$ cat config.mk
export PLATFORM = sky130hd
export DESIGN_NAME = prog_seq
export DESIGN_NICKNAME = d
export VERILOG_FILES = /design/src/rtl/seq_pkg.sv /design/src/rtl/seq_phase.sv /design/src/rtl/seq_next_addr.sv /design/src/rtl/seq_fetch_stage.sv /design/src/rtl/prog_seq.sv
export SDC_FILE = /design/constraint.sdc
export NUM_CORES = 1
export LEC_CHECK = 0
export BUFFER_PORTS_ARGS = -buffer_cell sky130_fd_sc_hd__buf_2
export CAP_MARGIN = 10
export CORE_UTILIZATION = 40
export CTS_BUF_LIST = sky130_fd_sc_hd__clkbuf_4 sky130_fd_sc_hd__clkbuf_8
export DETAILED_ROUTE_END_ITERATION = 10
export GPL_ROUTABILITY_DRIVEN = 1
export PLACE_DENSITY = 0.7
export SLEW_MARGIN = 10
export SYNTH_ARGS = -nofsm -noshare
export SYNTH_HDL_FRONTEND = slang
export SYNTH_SLANG_ARGS = --single-unit
$ cat constraint.sdc
create_clock -name clk -period 4.1 [get_ports clk]
set_input_delay 0 -clock clk [delete_from_list [all_inputs] [get_ports clk]]
set_output_delay 0 -clock clk [all_outputs]
set_load 0.05 [all_outputs]
$ cat src/rtl/seq_pkg.sv
package seq_pkg;
  // decoded flow-control strobes of the executing instruction
  typedef struct packed {
    logic jump;
    logic call;
    logic ret;
    logic low_wr;
    logic skip;
  } ctl_t;
endpackage

$ cat src/rtl/seq_phase.sv
module seq_phase #(
  parameter int PHASES = 4,
  localparam int PH_W = $clog2(PHASES)
) (
  input  logic            clk,
  input  logic            rst_n,
  output logic [PH_W-1:0] phase,
  output logic            last
);
  assign last = (phase == PH_W'(PHASES - 1));

  always_ff @(posedge clk) begin
    if (!rst_n)     phase <= '0;
    else if (last)  phase <= '0;
    else            phase <= phase + 1'b1;
  end
endmodule

$ cat src/rtl/seq_next_addr.sv
module seq_next_addr #(
  parameter int AW       = 13,
  parameter int LW       = 8,
  parameter int N_IRQ    = 3,
  parameter int VEC_STEP = 4
) (
  input  logic [AW-1:0]    pc,
  input  logic             ir_valid,
  input  seq_pkg::ctl_t    ctl,
  input  logic [AW-1:0]    target,
  input  logic [LW-1:0]    low_data,
  input  logic [AW-1:0]    stack_top,
  input  logic [N_IRQ-1:0] irq,
  output logic [AW-1:0]    nxt_pc,
  output logic             flush,
  output logic             push,
  output logic             pop
);
  logic          irq_hit;
  logic [AW-1:0] vec;

  // lowest index wins: the loop runs downward so it is written last
  always_comb begin
    irq_hit = 1'b0;
    vec     = '0;
    for (int i = N_IRQ - 1; i >= 0; i--) begin
      if (irq[i]) begin
        irq_hit = 1'b1;
        vec     = AW'((i + 1) * VEC_STEP);
      end
    end
  end

  always_comb begin
    nxt_pc = pc + 1'b1;
    flush  = 1'b0;
    push   = 1'b0;
    pop    = 1'b0;
    if (irq_hit) begin
      nxt_pc = vec;
      flush  = 1'b1;
      push   = 1'b1;
    end else if (ir_valid) begin
      if (ctl.jump || ctl.call) begin
        nxt_pc = target;
        flush  = 1'b1;
        push   = ctl.call;
      end else if (ctl.ret) begin
        nxt_pc = stack_top;
        flush  = 1'b1;
        pop    = 1'b1;
      end else if (ctl.low_wr) begin
        nxt_pc = {pc[AW-1:LW], low_data};
        flush  = 1'b1;
      end else if (ctl.skip) begin
        flush  = 1'b1;
      end
    end
  end
endmodule

$ cat src/rtl/seq_fetch_stage.sv
module seq_fetch_stage #(
  parameter int          AW       = 13,
  parameter int          IW       = 16,
  parameter logic [AW-1:0] RST_VEC = '0,
  parameter logic [IW-1:0] NOP_WORD = '0
) (
  input  logic          clk,
  input  logic          rst_n,
  input  logic          last,
  input  logic [AW-1:0] nxt_pc,
  input  logic          flush,
  input  logic          push,
  input  logic          pop,
  input  logic [IW-1:0] rdata,
  output logic [AW-1:0] pc,
  output logic [IW-1:0] ir,
  output logic          ir_valid,
  output logic          push_stb,
  output logic [AW-1:0] push_addr,
  output logic          pop_stb
);
  always_ff @(posedge clk) begin
    if (!rst_n) begin
      pc        <= RST_VEC;
      ir        <= NOP_WORD;
      ir_valid  <= 1'b0;
      push_stb  <= 1'b0;
      pop_stb   <= 1'b0;
      push_addr <= '0;
    end else if (last) begin
      pc        <= nxt_pc;
      ir        <= flush ? NOP_WORD : rdata;
      ir_valid  <= !flush;
      push_stb  <= push;
      pop_stb   <= pop;
      push_addr <= pc;
    end else begin
      push_stb  <= 1'b0;
      pop_stb   <= 1'b0;
    end
  end
endmodule

$ cat src/rtl/prog_seq.sv
module prog_seq #(
  parameter int AW       = 13,
  parameter int IW       = 16,
  parameter int LW       = 8,
  parameter int PHASES   = 4,
  parameter int N_IRQ    = 3,
  parameter int VEC_STEP = 4,
  localparam int PH_W    = $clog2(PHASES)
) (
  input  logic            clk,
  input  logic            rst_n,
  output logic [AW-1:0]   imem_addr,
  input  logic [IW-1:0]   imem_rdata,
  output logic [IW-1:0]   exec_insn,
  output logic            exec_valid,
  output logic [PH_W-1:0] cyc_phase,
  input  logic            ctl_jump,
  input  logic            ctl_call,
  input  logic            ctl_ret,
  input  logic            ctl_skip,
  input  logic            ctl_low_wr,
  input  logic [AW-1:0]   ctl_target,
  input  logic [LW-1:0]   ctl_low_data,
  input  logic [AW-1:0]   stack_top,
  input  logic            irq_ext,
  input  logic            irq_t0,
  input  logic            irq_t1,
  output logic            push_stb,
  output logic [AW-1:0]   push_addr,
  output logic            pop_stb
);
  seq_pkg::ctl_t ctl;
  logic          last, flush, push, pop;
  logic [AW-1:0] nxt_pc;
  logic [2:0]    irq;

  assign ctl = '{jump: ctl_jump, call: ctl_call, ret: ctl_ret,
                 low_wr: ctl_low_wr, skip: ctl_skip};
  assign irq = {irq_t1, irq_t0, irq_ext};

  seq_phase #(.PHASES(PHASES)) u_phase (
    .clk(clk), .rst_n(rst_n), .phase(cyc_phase), .last(last)
  );

  seq_next_addr #(.AW(AW), .LW(LW), .N_IRQ(N_IRQ), .VEC_STEP(VEC_STEP)) u_next (
    .pc(imem_addr), .ir_valid(exec_valid), .ctl(ctl), .target(ctl_target),
    .low_data(ctl_low_data), .stack_top(stack_top), .irq(irq[N_IRQ-1:0]),
    .nxt_pc(nxt_pc), .flush(flush), .push(push), .pop(pop)
  );

  seq_fetch_stage #(.AW(AW), .IW(IW)) u_fetch (
    .clk(clk), .rst_n(rst_n), .last(last), .nxt_pc(nxt_pc), .flush(flush),
    .push(push), .pop(pop), .rdata(imem_rdata), .pc(imem_addr),
    .ir(exec_insn), .ir_valid(exec_valid), .push_stb(push_stb),
    .push_addr(push_addr), .pop_stb(pop_stb)
  );
endmodule

==> summary.txt, run 1 <==
EDFF count, synth: 0
Largest net degree at the start of global routing: 24
Routed wire per std cell: 14.8 um
Initial DRC count: 146
Comb power frac: 13.8%
Max clock buf depth: 2
Slew of the pin with the lowest slew margin: 0.627 ns
Commonest cells after routing, fill and taps aside: buf_2 (106), dfxtp_1 (47), a22o_1 (20)
CTS root buffer: clkbuf_8
Distinct cell type count of the synthesized netlist: 48
Final Skew: 0.00696 ns
Synth Net Count: 304
Resize count post-CTS: 0
N_diodes: 0
Crit path max fanout: 19
Buf+Inv Stages, Crit Path: 1
Nets: 418
Critical path class: reg -> reg
CP most frequent cell: and2_1
Seq/Total Area, Yosys: 41.0%
Sw frac: 25.0%
Crit-path slowest cell: and2_1
Setup slack, reg-to-reg: 1.85 ns
Clock slew at reported path FFs: 0.09 ns
Critical R2R Capture: u_fetch.ir[4]
Async SR Flop Fraction: 0%
Placed Cells: 404
Die height: 77.7 um
Final hold violations: 0
Largest delay share family, worst path: simple AND/OR/NAND/NOR gates
Worst stage delay on the critical path: 0.59 ns
DRC viols: 0
Row cnt: 27
First-pass GRT wire length: 10100 um
Die Wd: 77.7 um
Ys flop type: dfxtp_1
Hold Path Cell Cnt: 3
Slew headroom: 58.2%
Initial antenna violation count: 0
Result of the run: finished clean
GRT Residual Overflow: 0
Critical path cell sequence: ha_1 > buf_4 > and3b_4 > and2_1 > and2_1 > a22o_1
Post-CTS Setup Inserts: 0
Drt first pass iters: 4
Cell count after synthesis: 242
CTS Hold Bufs: 17
Final min period: 2.25 ns
Maximum clock rate: 0.444 GHz
CTS sink cnt: 47
Setup crit start: u_phase.phase[0]
Commonest non-fill, non-tap cell in the layout: buf_2
Number of synthesized register bits: 47
H-tree level count: 2
Mapped Area: 2290 um2
Clk Latency, worst-skew pair: 0.30 ns
Post-DRT Antenna Nets: 0
RSZ-0062 raised after global routing: false
Top Ports: 107
Total Wirelength: 6370 um
Filler cells: 510
GRT Overall Usage: 21.2%
Share of layout cells above drive strength 1: 34.2%
HP Class: in -> reg
Non-filler cells, final: 429
Power share of the sequential group: 50.0%
Switching pwr: 233 uW
Final Max Slew Viols: 0
Buffers on Ports: 106
GPL Wtd Cong: 0.814
Min-delay src: irq_ext
Setup_tns: 0 ns
Arrival @ worst endpoint: 2.49 ns
RR Startpoint: u_phase.phase[0]
CTS tree: yes
Leakage: 0.00138 uW
Req. time, crit path: 4.34 ns
Vias after detailed routing: 2251
Count of final setup violators: 0
Core outline area: 5510 um2
Max-Cap Viols: 0
Maximum VDD drop: 162 uV
Pint: 699 uW
Die area: 6040 um2
Initial core utilization: 41.7%
Hold worst-path end: u_fetch.pc[2]
CTS Buf Count: 5
Area of the multi-input gates: 1210 um2
Area delta synth->final: 34.9%
Vias in the first global route: 2066
Post-DP HPWL: 4420 um
FF+latch area: 941 um2
Warnings from Yosys: 0
Clock power frac: 36.3%
CP Capture Type: flip-flop
Synth Area per Inst: 9.48 um2
Fin crit share: 54.9%
Worst reg-to-reg path cell count: 6
PwrDens: 301 nW/um2
Startpoint Class: flip-flop
Vias/cell: 5.25
==> cells in the mapped netlist (2+ instances only) <==
cell type	number	area [um2]
nor2b_1	17	106
nand4_1	4	25.0
ha_1	2	25.0
clkbuf_1	5	18.8
o311ai_1	2	17.5
nor2_1	3	11.3
nand3_1	4	20.0
buf_2	4	20.0
a22oi_1	5	37.5
or3_1	5	31.3
o211ai_1	7	52.6
buf_6	6	67.6
and2_1	5	31.3
nor3b_1	3	22.5
a21oi_1	3	15.0
o22ai_1	4	25.0
dfxtp_1	47	941
a221oi_1	3	26.3
a21o_1	2	15.0
o21ai_0	19	95.1
a22o_1	20	175
inv_1	8	30.0
mux2i_1	14	140
buf_1	3	11.3
and3_1	5	31.3
and4_1	2	17.5
nand2_1	19	71.3
==> layout make-up <==
class	instances	area share, %
multi-input cells	169	39.0
flip-flops and latches	47	30.4
repair buffers	125	23.1
well taps	72	2.91
clock buffers	5	2.22
clock inverters	3	1.41
inverters	8	0.970
==> power groups by stage <==
stage          Combinational, uW  Clock, uW  Sequential, uW
2_1_floorplan               53.1          0             494
3_3_place_gp                 114          0             477
3_5_place_dp                 115          0             477
4_1_cts                      128        346             466
5_1_grt                      139        362             467
6_report                     128        338             466
==> how the worst max path moves through the flow <==
stage                      to  slack, ns  cells past startpoint
2_1_floorplan  u_fetch.ir[10]       2.09                      9
3_5_place_dp    u_fetch.ir[4]       1.89                      6
4_1_cts         u_fetch.ir[4]       1.87                      6
3_3_place_gp   u_fetch.ir[11]       1.99                      6
6_report        u_fetch.ir[4]       1.85                      6
5_1_grt         u_fetch.ir[4]       1.70                      6
==> metrics by stage <==
| stage | utilization [%] | setup slack (ns) | total power [uW] | cell area (um2) | hold WS (ns) |
|---|---|---|---|---|---|
| after floorplan | - | 2.09 | 547 | 2290 | 0.126 |
| after global placement | 51.1 | 1.99 | 591 | 2810 | 0.210 |
| after detailed placement | 51.1 | 1.89 | 592 | 2810 | 0.215 |
| after CTS | 56.2 | 1.87 | 940 | 3100 | 0.0263 |
| after global routing | 56.2 | 1.70 | 968 | 3100 | 0.0324 |
| final | 56.2 | 1.85 | 932 | 3100 | 0.0390 |
==> state kept, by name, summed over array words and instances, names as in the netlist <==
| register | count |
|---|---|
| u_fetch.ir | 16 |
| u_fetch.pc | 13 |
| u_fetch.push_addr | 13 |
| u_phase.phase | 2 |
| u_fetch.ir_valid | 1 |
| u_fetch.pop_stb | 1 |
| u_fetch.push_stb | 1 |
==> metal layers <==
metal  global-route usage (%)  part of all wire [%]
met1                     30.3                    48
met2                     31.6                    44
met5                        0                     0
met4                     7.36                   1.9
met3                     4.12                   6.2
==> worst reg2reg max path, delay by kind of cell (launching register included) <==
kind                     cells  cell delay (ns)
AND/OR/NAND/NOR              3             1.17
buffers and inverters        1             0.28
flip-flops                   1             0.36
adder cells (fa/ha/maj)      1             0.15
AO/OA/AOI/OAI                1             0.23
==> logic make-up (layout without fill, tap and decap cells) <==
kind of cell             after synthesis  in the layout  share of synthesized area, %
buffers and inverters                 26            141                          6.43
adder cells (fa/ha/maj)                2              2                          1.09
multiplexers                          15             15                          6.60
AO/OA/AOI/OAI                         79             79                          26.8
AND/OR/NAND/NOR                       72             72                          17.7
XOR/XNOR                               1              1                         0.382
flip-flops                            47             47                          41.0
No activity file was read; power rests on OpenSTA's default activity.
==> run 2, diff against run 1 <==
PLACE_DENSITY = 0.73   (was 0.7)
clock period = 1.9 ns   (was 4.1 ns; I/O delays follow)
==> summary.txt, run 2 (synthesis results as in run 1) <==
Result of the run: finished clean
CTS tree: yes
HP Class: in -> reg
GR Layer Usage met3: 4.12%
Met2 Usage GRT: 35.0%
Post-DP HPWL: 4660 um
Initial antenna violation count: 0
Min-delay src: irq_ext
Total Wirelength: 6550 um
Commonest non-fill, non-tap cell in the layout: buf_2
DRC viols: 0
CTS Hold Bufs: 17
Startpoint Class: flip-flop
Routed wire per std cell: 15.0 um
Largest net degree at the start of global routing: 23
Vias after detailed routing: 2336
Dpl ws: 0.229 ns
Die Wd: 77.7 um
H-tree level count: 2
Maximum clock rate: 0.576 GHz
Max-Cap Viols: 0
Count of final setup violators: 0
Post-DRT Antenna Nets: 0
Nets: 425
Drt first pass iters: 5
Vias in the first global route: 2130
Top Ports: 107
Crit path max fanout: 17
Core outline area: 5510 um2
Initial DRC count: 173
Met1 usage in global routing: 29.8%
CTS Buf Count: 5
Arrival @ worst endpoint: 1.97 ns
RR Startpoint: u_phase.phase[0]
Die height: 77.7 um
GPL Wtd Cong: 0.859
Share of layout cells above drive strength 1: 36.0%
N_diodes: 0
Area delta synth->final: 38.3%
Fin crit share: 91.3%
Vias/cell: 5.36
Resize count post-CTS: 0
Req. time, crit path: 2.14 ns
Slew headroom: 60.5%
Final Skew: 0.00551 ns
Setup_tns: 0 ns
RSZ-0062 raised after global routing: false
Buffers on Ports: 106
Die area: 6040 um2
Fin worst setup slack: 0.165 ns
Setup crit start: u_phase.phase[0]
Reg with most FFs: u_fetch.ir
Post-CTS Setup Inserts: 0
CP Capture Type: flip-flop
GRT Residual Overflow: 0
First-pass GRT wire length: 10400 um
Initial core utilization: 41.7%
Final Max Slew Viols: 0
Critical path class: reg -> reg
PwrDens: 683 nW/um2
CTS sink cnt: 47
Filler cells: 509
Final min period: 1.74 ns
Commonest cells after routing, fill and taps aside: buf_2 (106), dfxtp_1 (45), a22o_1 (20)
Clk Latency, worst-skew pair: 0.30 ns
GRT Overall Usage: 22.0%
Slew of the pin with the lowest slew margin: 0.592 ns
Most Crowded Layer GR: met2
Clock slew at reported path FFs: 0.09 ns
Maximum VDD drop: 483 uV
Max clock buf depth: 2
Final hold violations: 0
Biggest registers after layout: u_fetch.ir (16), u_fetch.pc (13), u_fetch.push_addr (13)
Row cnt: 27
Max FFs per register: 16
Final core utilization: 57.6%
Leakage: 0.00143 uW
CTS root buffer: clkbuf_8
run 2: area by class of cell:
type	instances	area [um2]	share of cell area (%)
multi-input cells	169	1210	38.0
flip-flops and latches	47	943	29.7
repair buffers	132	768	24.2
well taps	72	90.1	2.84
clock buffers	6	76.3	2.40
clock inverters	2	60.1	1.89
inverters	8	30.0	0.946
run 2: per-layer routing:
| metal | share of wire [%] | wire (um) |
|---|---|---|
| met1 | 46 | 3010 |
| met2 | 46 | 3000 |
| met3 | 6.7 | 438 |
| met4 | 1.6 | 102 |
| met5 | 0 | 0 |
run 2: power breakdown:
| part | switching, uW | leakage, uW | total (uW) | internal [uW] |
|---|---|---|---|---|
| clock | 332 | 0.0000688 | 873 | 540 |
| sequential | 10.1 | 0.000380 | 1010 | 996 |
| combinational | 158 | 0.000981 | 288 | 130 |
| total | 501 | 0.00143 | 2170 | 1670 |
run 2: final timing paths:
path / to / slack, ns / cells after the start
hold / removal: u_fetch.pc[2] / 0.03 / 3
setup reg to reg: u_fetch.ir[8] / 0.16 / 5
setup / recovery: u_fetch.ir[8] / 0.16 / 5
hold reg to reg: u_phase.phase[0] / 0.42 / 1
run 2: worst max-delay path, stage by stage (launching register included):
cell     delay (ns)
dfxtp_2        0.34
ha_1           0.19
and3b_4        0.23
and2_1         0.14
and2_1         0.51
a22o_1         0.26
run 2: through the flow:
step	hold slack, ns	total power (uW)	instances	cell area (um2)
finish	0.0341	2170	436	3170
global route	0.0293	2250	436	3170
CTS	0.0146	2180	436	3170
detailed placement	0.215	1290	411	2870
global placement	0.210	1290	411	2870
floorplan	0.126	1180	242	2300
==> run 3, diff against run 2 <==
SETUP_SLACK_MARGIN = 0.5   (was not set)
==> summary.txt, run 3 (synthesis results as in run 1) <==
Setup_tns: 0 ns
Filler cells: 481
Slew headroom: 66.2%
Die Wd: 77.7 um
CTS tree: yes
RSZ-0062 raised after global routing: true
Final Max Slew Viols: 0
HP Class: in -> reg
Share of layout cells above drive strength 1: 44.1%
Crit path max fanout: 4
Switching pwr: 501 uW
Req. time, crit path: 2.05 ns
Non-filler cells, final: 446
CTS root buffer: clkbuf_8
Hold Path Cell Cnt: 3
Reg with most FFs: u_fetch.ir
Setup slack, reg-to-reg: 0.45 ns
RR Startpoint: u_fetch.pc[1]
Clock slew at reported path FFs: 0.09 ns
H-tree level count: 2
Area of the multi-input gates: 1320 um2
Clk Latency, worst-skew pair: 0.29 ns
Clock power frac: 31.7%
Initial DRC count: 140
Comb power frac: 15.8%
Hold worst-path end: u_fetch.push_stb
Buf+Inv Stages, Crit Path: 0
Routed wire per std cell: 15.8 um
Top Ports: 107
Leakage: 0.00147 uW
Slew of the pin with the lowest slew margin: 0.507 ns
Final hold violations: 0
Final min period: 1.45 ns
Die height: 77.7 um
Pint: 1420 uW
Result of the run: finished clean
Max-Cap Viols: 0
Total Wirelength: 7040 um
DRC viols: 0
PwrDens: 579 nW/um2
Power share of the sequential group: 52.5%
Fin crit share: 76.5%
Maximum clock rate: 0.688 GHz
Max FFs per register: 16
Arrival @ worst endpoint: 1.61 ns
Die area: 6040 um2
GPL Wtd Cong: 0.870
Post-DRT Antenna Nets: 0
Initial core utilization: 41.7%
Setup crit start: u_fetch.pc[1]
GRT Overall Usage: 23.4%
Initial antenna violation count: 0
Post-DP HPWL: 4800 um
Core outline area: 5510 um2
Startpoint Class: flip-flop
Nets: 435
Critical path class: reg -> reg
Buffers on Ports: 106
Commonest cells after routing, fill and taps aside: buf_2 (106), dfxtp_1 (36), a22o_1 (20)
Largest delay share family, worst path: compound AO/OA/AOI/OAI gates
Critical R2R Capture: u_fetch.pc[2]
Min-delay src: irq_ext
Total power: 1920 uW
N_diodes: 0
Vias in the first global route: 2216
Biggest registers after layout: u_fetch.ir (16), u_fetch.pc (13), u_fetch.push_addr (13)
CTS sink cnt: 47
Worst stage delay on the critical path: 0.51 ns
Row cnt: 27
Sw frac: 26.1%
CP Capture Type: flip-flop
Max clock buf depth: 2
GRT Residual Overflow: 0
Vias after detailed routing: 2377
Vias/cell: 5.33
CTS Buf Count: 5
Worst reg-to-reg path cell count: 4
Count of final setup violators: 0
Largest net degree at the start of global routing: 22
Commonest non-fill, non-tap cell in the layout: buf_2
Final Skew: 0.00888 ns
Critical path cell sequence: ha_4 > xor2_1 > a2111oi_1 > a21oi_1
Drt first pass iters: 4
Placed Cells: 408
FF+latch area: 965 um2
Area delta synth->final: 44.4%
Crit-path slowest cell: a2111oi_1
Maximum VDD drop: 443 uV
First-pass GRT wire length: 11200 um
run 3: changes by cell type in the layout (fill, tap and decap cells not counted), moves of 4 or more:
| cell | delta |
|---|---|
| dfxtp_4 | +4 |
| buf_4 | +7 |
| dfxtp_2 | +5 |
| dfxtp_1 | -9 |
| and2_4 | +5 |
run 3: power groups by stage:
stage / registers (uW) / logic [uW] / clock network (uW)
after floorplan: 1070 / 117 / 0
after global placement: 1030 / 259 / 0
after detailed placement: 1030 / 261 / 0
after CTS: 1010 / 297 / 626
after global routing: 1010 / 327 / 669
final: 1010 / 303 / 609
run 3: repair_timing:
item | CTS | global route
setup buffers | 7 | 4
setup endpoints to repair | 25 | 30
gates resized for setup | 10 | 11
hold buffers | 16 | 0
pin swaps | 2 | 12
gates cloned | 2 | 1
hold endpoints to repair | 16 | 0
run 3: per-layer routing:
metal / track usage (%) / wire length, um
met1: 33.7 / 3290
met2: 36.2 / 3270
met3: 4.59 / 454
met4: 4.72 / 23
met5: 0 / 0
run 3: worst max path at each step:
stage | depth (start not counted) | slack (ns) | endpoint
6_report | 4 | 0.45 | u_fetch.pc[2]
3_5_place_dp | 6 | 0.33 | u_fetch.pc[5]
4_1_cts | 5 | 0.46 | u_fetch.pc[1]
2_1_floorplan | 9 | 0.13 | u_fetch.ir[15]
5_1_grt | 4 | 0.41 | u_fetch.pc[2]
3_3_place_gp | 6 | 0.30 | u_fetch.pc[5]
run 3: area by class of cell:
type                       instances  share of cell area [%]
timing repair buffer             139                    24.8
tap                               72                    2.72
multi-input combinational        172                    39.8
sequential                        47                    29.1
inverter                           8                   0.906
clock inverter                     1                   0.151
clock buffer                       7                    2.53
run 3: stage by stage:
step                      util [%]  hold slack, ns  instance area [um2]  setup slack [ns]
after floorplan                  -           0.122                 2350             0.132
after global placement        52.6           0.207                 2900             0.304
after detailed placement      52.6           0.214                 2900             0.328
after CTS                     58.9          0.0399                 3250             0.456
after global routing          60.2          0.0368                 3310             0.409
final                         60.2          0.0436                 3310             0.446
run 3: worst reg2reg max path, cell delays in order (launching register included):
cell and delay [ns]:
dfxtp_4 0.37, ha_4 0.16, xor2_1 0.14, a2111oi_1 0.51
a21oi_1 0.14
